`src/rtl/clkctl_pkg.sv`:
```
package clkctl_pkg;
  localparam int NDEV = 5;
  localparam logic [1:0] ADDR_CLK  = 2'd0;
  localparam logic [1:0] ADDR_LOOP = 2'd1;
  localparam logic [1:0] ADDR_NDIV = 2'd2;
  localparam logic [1:0] ADDR_RHI  = 2'd3;
  localparam logic [7:0] CLK_WMASK  = 8'hD7;
  localparam logic [7:0] LOOP_WMASK = 8'hCA;
  localparam logic [7:0] LOOP_RST   = 8'h08;
  localparam int LOOP_EN_BIT   = 1;
  localparam int LOOP_HOLD_BIT = 3;

  function automatic int dev_pos(input int idx);
    case (idx)
      0: dev_pos = 1;
      1: dev_pos = 2;
      2: dev_pos = 4;
      3: dev_pos = 6;
      default: dev_pos = 7;
    endcase
  endfunction
endpackage

```
`src/rtl/clkctl_sync.sv`:
```
module clkctl_sync #(
  parameter int STAGES = 2
) (
  input  logic clk,
  input  logic rst_n,
  input  logic d_in,
  output logic d_out
);
  logic [STAGES-1:0] chain_q;

  always_ff @(posedge clk) begin
    if (!rst_n) chain_q <= '0;
    else        chain_q <= {chain_q[STAGES-2:0], d_in};
  end

  assign d_out = chain_q[STAGES-1];
endmodule

```
`src/rtl/clkctl_strobe.sv`:
```
module clkctl_strobe #(
  parameter int NDEV = 5
) (
  input  logic            clk,
  input  logic            rst_n,
  input  logic            cfg_fast,
  input  logic            fast_req,
  input  logic [NDEV-1:0] sel_req,
  output logic            core_en,
  output logic            per_en,
  output logic [NDEV-1:0] dev_en
);
  logic            phase_q;
  logic            eff_fast_q;
  logic [NDEV-1:0] eff_sel_q;
  logic            glob_en;

  always_ff @(posedge clk) begin
    if (!rst_n) begin
      phase_q    <= 1'b0;
      eff_fast_q <= cfg_fast;
      eff_sel_q  <= '0;
    end else begin
      phase_q <= ~phase_q;
      if (phase_q) begin
        eff_fast_q <= fast_req;
        eff_sel_q  <= sel_req;
      end
    end
  end

  assign glob_en = eff_fast_q | phase_q;
  assign core_en = glob_en;
  assign per_en  = glob_en;

  for (genvar i = 0; i < NDEV; i++) begin : g_dev
    assign dev_en[i] = eff_sel_q[i] ? phase_q : glob_en;
  end

  assert_std_alternates_R2: assert property (@(posedge clk) disable iff (!rst_n)
    (core_en && !eff_fast_q && !fast_req) |=> !core_en);
  assert_fast_continuous_R3: assert property (@(posedge clk) disable iff (!rst_n)
    (eff_fast_q && fast_req) |=> core_en);
  assert_no_double_low_R5: assert property (@(posedge clk) disable iff (!rst_n)
    !core_en |=> core_en);
  assert_mode_at_boundary_R5: assert property (@(posedge clk) disable iff (!rst_n)
    !$stable(eff_fast_q) |-> $past(phase_q));
endmodule

```
`src/rtl/clkctl_regs.sv`:
```
module clkctl_regs
  import clkctl_pkg::*;
#(
  parameter int NDIV_W = 7,
  parameter int RDIV_W = 10
) (
  input  logic              clk,
  input  logic              rst_n,
  input  logic              cfg_fast,
  input  logic              wr,
  input  logic [1:0]        addr,
  input  logic [7:0]        wdata,
  input  logic              lock_s,
  output logic [7:0]        rdata,
  output logic [7:0]        clk_reg,
  output logic              loop_en,
  output logic              loop_hold,
  output logic [NDIV_W-1:0] n_div,
  output logic [RDIV_W-1:0] r_div
);
  localparam int RHI_W = RDIV_W - 2;

  logic [7:0]        ctl_q;
  logic [7:0]        loop_q;
  logic [NDIV_W-1:0] n_q;
  logic [RHI_W-1:0]  rhi_q;
  logic              lock_rd;

  always_ff @(posedge clk) begin
    if (!rst_n) begin
      ctl_q  <= {7'b0, cfg_fast};
      loop_q <= LOOP_RST;
      n_q    <= '0;
      rhi_q  <= '0;
    end else if (wr) begin
      case (addr)
        ADDR_CLK:  ctl_q  <= wdata & CLK_WMASK;
        ADDR_LOOP: loop_q <= wdata & LOOP_WMASK;
        ADDR_NDIV: n_q    <= wdata[NDIV_W-1:0];
        default:   rhi_q  <= wdata[RHI_W-1:0];
      endcase
    end
  end

  assign lock_rd = loop_q[LOOP_EN_BIT] & ~loop_q[LOOP_HOLD_BIT] & lock_s;

  always_comb begin
    rdata = '0;
    case (addr)
      ADDR_CLK:  rdata = ctl_q;
      ADDR_LOOP: rdata = {loop_q[7:1], lock_rd};
      ADDR_NDIV: rdata[NDIV_W-1:0] = n_q;
      default:   rdata[RHI_W-1:0]  = rhi_q;
    endcase
  end

  assign clk_reg   = ctl_q;
  assign loop_en   = loop_q[LOOP_EN_BIT];
  assign loop_hold = loop_q[LOOP_HOLD_BIT];
  assign n_div     = n_q;
  assign r_div     = {rhi_q, loop_q[7:6]};

  assert_ndiv_follows_write_R8: assert property (@(posedge clk) disable iff (!rst_n)
    (wr && addr == ADDR_NDIV) |=> n_div == $past(wdata[NDIV_W-1:0]));
  assert_reserved_clear_R6: assert property (@(posedge clk) disable iff (!rst_n)
    (wr && addr == ADDR_CLK) |=> (clk_reg[5] == 1'b0 && clk_reg[3] == 1'b0));
endmodule

```
`src/rtl/clock_rate_ctrl.sv`:
```
module clock_rate_ctrl
  import clkctl_pkg::*;
#(
  parameter int NDIV_W      = 7,
  parameter int RDIV_W      = 10,
  parameter int SYNC_STAGES = 2
) (
  input  logic              clk,
  input  logic              rst_n,
  input  logic              nv_fast,
  input  logic              reg_wr,
  input  logic [1:0]        reg_addr,
  input  logic [7:0]        reg_wdata,
  output logic [7:0]        reg_rdata,
  input  logic              lock_in,
  output logic              core_en,
  output logic              per_en,
  output logic [NDEV-1:0]   dev_en,
  output logic              loop_en,
  output logic              loop_hold,
  output logic [NDIV_W-1:0] loop_ndiv,
  output logic [RDIV_W-1:0] loop_rdiv
);
  logic            lock_s;
  logic [7:0]      clk_reg;
  logic [NDEV-1:0] sel_req;

  clkctl_sync #(.STAGES(SYNC_STAGES)) u_sync (
    .clk(clk), .rst_n(rst_n), .d_in(lock_in), .d_out(lock_s)
  );

  clkctl_regs #(.NDIV_W(NDIV_W), .RDIV_W(RDIV_W)) u_regs (
    .clk(clk), .rst_n(rst_n), .cfg_fast(nv_fast), .wr(reg_wr), .addr(reg_addr),
    .wdata(reg_wdata), .lock_s(lock_s), .rdata(reg_rdata), .clk_reg(clk_reg),
    .loop_en(loop_en), .loop_hold(loop_hold), .n_div(loop_ndiv), .r_div(loop_rdiv)
  );

  for (genvar i = 0; i < NDEV; i++) begin : g_sel
    assign sel_req[i] = clk_reg[dev_pos(i)];
  end

  clkctl_strobe #(.NDEV(NDEV)) u_strobe (
    .clk(clk), .rst_n(rst_n), .cfg_fast(nv_fast), .fast_req(clk_reg[0]),
    .sel_req(sel_req), .core_en(core_en), .per_en(per_en), .dev_en(dev_en)
  );

  assert_lock_needs_sync_R7: assert property (@(posedge clk) disable iff (!rst_n)
    (reg_addr == ADDR_LOOP && reg_rdata[0]) |-> (lock_s && loop_en && !loop_hold));
endmodule

```
`config.mk`:
```
export PLATFORM = sky130hd
export DESIGN_NAME = clock_rate_ctrl
export DESIGN_NICKNAME = d
export VERILOG_FILES = /design/src/rtl/clkctl_pkg.sv /design/src/rtl/clkctl_sync.sv /design/src/rtl/clkctl_strobe.sv /design/src/rtl/clkctl_regs.sv /design/src/rtl/clock_rate_ctrl.sv
export SDC_FILE = /design/constraint.sdc
export NUM_CORES = 1
export LEC_CHECK = 0
export ABC_AREA = 1
export BUFFER_PORTS_ARGS = -buffer_cell sky130_fd_sc_hd__buf_2
export CAP_MARGIN = 20
export CORE_ASPECT_RATIO = 1.75
export CORE_MARGIN = 2
export CORE_UTILIZATION = 54
export CTS_BUF_LIST = sky130_fd_sc_hd__clkbuf_8 sky130_fd_sc_hd__clkbuf_16
export DETAILED_ROUTE_END_ITERATION = 12
export GPL_ROUTABILITY_DRIVEN = 0
export PLACE_DENSITY = 0.9
export SLEW_MARGIN = 10
export SYNTH_ARGS = -nofsm -noshare
export SYNTH_HDL_FRONTEND = slang
export SYNTH_SLANG_ARGS = --single-unit
```
`constraint.sdc`:
```
create_clock -name clk -period 2.5 [get_ports clk]
set_input_delay 0.25 -clock clk [delete_from_list [all_inputs] [get_ports clk]]
set_output_delay 0.25 -clock clk [all_outputs]
set_load 0.03 [all_outputs]
```
Word-level counts from Yosys, hierarchy flattened
Cells that the tools add are included.
{"block": "word_totals", "regBits": 34, "inputBits": 15, "out_inout_bits": 34, "word_cells": 39}
{"block": "op_classes", "n_eq_ne": 5, "n_mux": 12, "bitwise": 6, "n_reduce_logical": 7}
{"op": "$pmux W7 S3", "count": 1}
{"op": "$mux W1", "count": 10}
{"op": "$reduce_and A2 Y1", "count": 5}
{"op": "$ne A2 B1 Y1 const B", "count": 3}
{"op": "$not A1 Y1", "count": 3}
{"op": "$pmux W1 S3", "count": 1}
{"op": "$reduce_or A3 Y1", "count": 1}
{"op": "$and A1 B1 Y1", "count": 2}
{"op": "$eq A2 B1 Y1 const B", "count": 1}
{"op": "$eq A2 B2 Y1 const B", "count": 1}
{"op": "$logic_not A2 Y1", "count": 1}
{"op": "$or A1 B1 Y1", "count": 1}

Depth between registers and ports, before layout
{"block": "logic_depth", "ltp_word": 4, "ltp_mapped": 6, "ltp_nobuf": 5}

Hierarchy
A second synthesis with hierarchy kept.
{"block": "hier_totals", "cells_unflattened": 242, "area_unflattened_um2": 1630.3}
{"mod": "clkctl_regs", "instances": 1, "cells_per_inst": 198, "area_each_um2": 1285.0, "seq_area_each_um2": 510.5}
{"mod": "clkctl_strobe", "instances": 1, "cells_per_inst": 38, "area_each_um2": 290.3, "seq_area_each_um2": 150.1}
{"mod": "clkctl_sync", "instances": 1, "cells_per_inst": 6, "area_each_um2": 55.1, "seq_area_each_um2": 40.0}

Least setup slack after synthesis
OpenSTA, ideal clock, no wires.
{"block": "synth_timing", "path_type": "register to output", "from": "register u_regs.rhi_q[5]", "to": "output reg_rdata[5]", "arrival_ns": 1.279, "required_ns": 2.250, "setup_slack_ns": 0.971, "path_stages_with_launch": 3, "n_path_buf": 0, "path_cell_list": "dfxtp_1 -> inv_1 -> o21ai_0"}
{"block": "synth_via", "elab_chain_cells": 1}
{"element": "start: declaration", "line_no": "clkctl_regs.sv:26", "rtl": "logic [RHI_W-1:0] rhi_q;"}
{"element": "start signal: assignment", "line_no": "clkctl_regs.sv:40", "rtl": "default: rhi_q <= wdata[RHI_W-1:0];"}
{"element": "$pmux W7 S3", "line_no": "clkctl_regs.sv:49", "rtl": "case (addr)"}
{"element": "end: declaration", "line_no": "clock_rate_ctrl.sv:14", "rtl": "output logic [7:0] reg_rdata,"}
Every way passes these cells.

Worst setup path after layout
{"block": "layout_timing", "from": "input reg_addr[1]", "to": "output reg_rdata[4]"}
{"block": "layout_via", "elab_chain_cells": 2, "elab_cells_between_ends": 4, "cone_classes": "eq/ne: 2; mux: 1; reduce/logical: 1"}
{"element": "start: declaration", "line_no": "clock_rate_ctrl.sv:12", "rtl": "input logic [1:0] reg_addr,"}
{"element": "$eq A2 B2 Y1 (tied with other cells)", "line_no": "clkctl_regs.sv:49"}
{"element": "$pmux W7 S3 (*)", "line_no": "clkctl_regs.sv:49"}
Every way passes the cells marked *; elsewhere a longest branch is shown, timed or not.

==> out/metrics.csv <==
metric,value,unit
status,"finished, final reports clean",
cts_sinks,34,
slew_viol_final,0,
insertion_delay,290,ps
fillers,262,
avgSynthCellArea,6.71,sq um
cpMostUsedCell,buf_2,
layout_common_cells,"73 x nand2_1, 48 x buf_2, 39 x nor2_1, 32 x dfxtp_1, 26 x inv_1",
grtUsageTotal,23.4,%
final_nets,291,
power.density,640,nW/um^2
critPathMaxStageDelay,320,ps
wl_per_cell,11.4,um
clock_power_share,31.2,%
synthTopCellsByArea,"dfxtp_1 41%, nand2_1 18%, nor2_1 9.4%",
ctsHtreeMaxLevel,2,
path_depth,6,
clock_path_buffers,2,
coreArea,2720,sq um
path_max_fanout,15,
r2r_slack,1600,ps
final_common_cell,nand2_1,
leakage,0.975,nW
post_cts_resized,0,
finalInstanceArea,1860,sq um
synth_cell_types,17,
r2r-start,u_strobe.phase_q,
dpl_worst_slack,916,ps
synth_area_leader_cell,dfxtp_1,
worstPathCellList,buf_2 > nor2_2 > buf_4 > nand2_1 > o211ai_1 > buf_2,
place_area,1780,sq um
slew_headroom,63.5,%
timing.rr.end,u_strobe.eff_sel_q[3],
critical_path_class,input port to output pin,
dp.cells,296,
setup_tns,0,ps
netlist_area,1550,sq um
yosysTopAreaCellShare,41.3,%
required,2250,ps
fin_util,68.2,%
die_h,74.9,um
cts_tree,yes,
arrival,1340,ps
intPower,0.000824,W
die_area,3330,sq um
max_freq,628,MHz
hpwl,2620,um
synth_compound_area_share,8.07,%
peakVddDrop,0.496,mV
p_comb_share,18.8,%
yosys_register_bits,34,
crit_path_end_kind,output pin,
dieWidth,44.5,um
grt_pass1_wl,5530,um
via_per_inst,5.13,
yosysSeqAreaShare,45.2,%
yosys.area_share.xor_xnor,0,%
area_delta_synth_final,19.7,%
synth-simple-area-share,36.8,%
largest_reg_flops,8,
worst_slew_pin_slew,547,ps
diodes,0,
hold_path_startpoint,lock_in,
critPathSlowestCell,nor2_2,
muxShareOfSynthArea,0,%
setup_viol,0,
rr_worst_depth,3,
grt_max_degree,27,
num_rows,25,
tritoncts.num_buffers,5,
hp-class,input port to flop,
post-cts-setup-buffers,0,
post-route-drc-count,0,
hold_depth,3,
yosysWarnings,0,
antenna_found_initial,0,
path_delay_family,buffers and inverters,
finClkSkew,7.40,ps
ant_nets,0,
port_buffers,48,
syn-instance-count,231,
cts_root_buf,clkbuf_8,
synth.net_count,246,
setup_slack,907,ps
final-hold-violation-count,0,
grt_remaining_overflow,0,
grt_pass1_vias,1289,
synth_top_family_by_area,simple AND/OR/NAND/NOR gates,
vias,1559,
wirelength,3480,um
critPathBufInv,3,
drt_first_iter_violations,32,
start_kind,input port,
dr.pass1.iters,4,
start_util,57.0,%
switching_share,30.6,%
switchingPower,0.000363,W
whs_endpoint,u_sync.chain_q[0],
post-route-min-period,1590,ps
final_cells,304,
pwr-share-seq,50.0,%
synth_fa_ha_area_share,0,%
period_share,63.7,%
rsz0062_at_grt,no,
clk_pin_slew,60,ps
cts_hold_buffers,0,
io_pins,49,
drive_above_1_share,20.2,%
max_cap_violations,0,
worst max-delay path by stage:
stage | from | to
6_report | reg_addr[1] | reg_rdata[4]
3_3_place_gp | reg_addr[1] | reg_rdata[2]
3_5_place_dp | reg_addr[1] | reg_rdata[4]
4_1_cts | reg_addr[1] | reg_rdata[4]
5_1_grt | reg_addr[0] | reg_rdata[7]
2_1_floorplan | u_regs.rhi_q[5] | reg_rdata[5]
final cells by class:
| type | count | area [sq um] | share of cell area (%) |
|---|---|---|---|
| Timing Repair Buffer | 50 | 255 | 13.8 |
| Tap cell | 27 | 33.8 | 1.82 |
| Clock buffer | 5 | 68.8 | 3.71 |
| Clock inverter | 3 | 11.3 | 0.607 |
| Inverter | 24 | 90.1 | 4.86 |
| Multi-Input combinational cell | 161 | 696 | 37.5 |
| Sequential cell | 34 | 701 | 37.8 |
cell families after synthesis:
group,count (synthesis)
and+or+nand+nor,138
buffers and inverters,36
DFF,34
AOI/OAI and AO/OA,23
cell usage after synthesis (all sizes together):
| cell type | count |
|---|---|
| nand4 | 5 |
| clkinv | 1 |
| nand3 | 15 |
| o21ai | 6 |
| o211ai | 4 |
| nand2 | 73 |
| nand3b | 5 |
| inv | 23 |
| buf | 11 |
| a21oi | 13 |
| clkbuf | 1 |
| edfxtp | 2 |
| nor2 | 40 |
| dfxtp | 32 |
layer usage:
metal	up-vias	share of wire [%]	wire length [um]	global-route usage, %
li1	810	-	-	-
met1	706	39	1350	24.7
met2	37	54	1880	38.3
met3	6	4.5	156	6.95
met4	0	2.6	90	17.2
met5	-	0	0	0
power groups by stage:
stage	clock network, W	logic, W	registers, W
6_report	0.000370	0.000223	0.000594
5_1_grt	0.000397	0.000245	0.000598
4_1_cts	0.000378	0.000224	0.000594
3_5_place_dp	0	0.000224	0.000606
3_3_place_gp	0	0.000219	0.000605
2_1_floorplan	0	0.000133	0.000632
stage by stage:
stage	total power [W]	hold slack, ps
2_1_floorplan	0.000765	348
3_3_place_gp	0.000824	399
3_5_place_dp	0.000830	405
4_1_cts	0.00120	139
5_1_grt	0.00124	140
6_report	0.00119	146
worst min-delay path: cells and delay by family:
| kind | cells | cell delay, ps |
|---|---|---|
| buffers and inverters | 2 | 110 |
| and+or+nand+nor | 1 | 40 |
No activity file was read; power rests on OpenSTA's default activity.
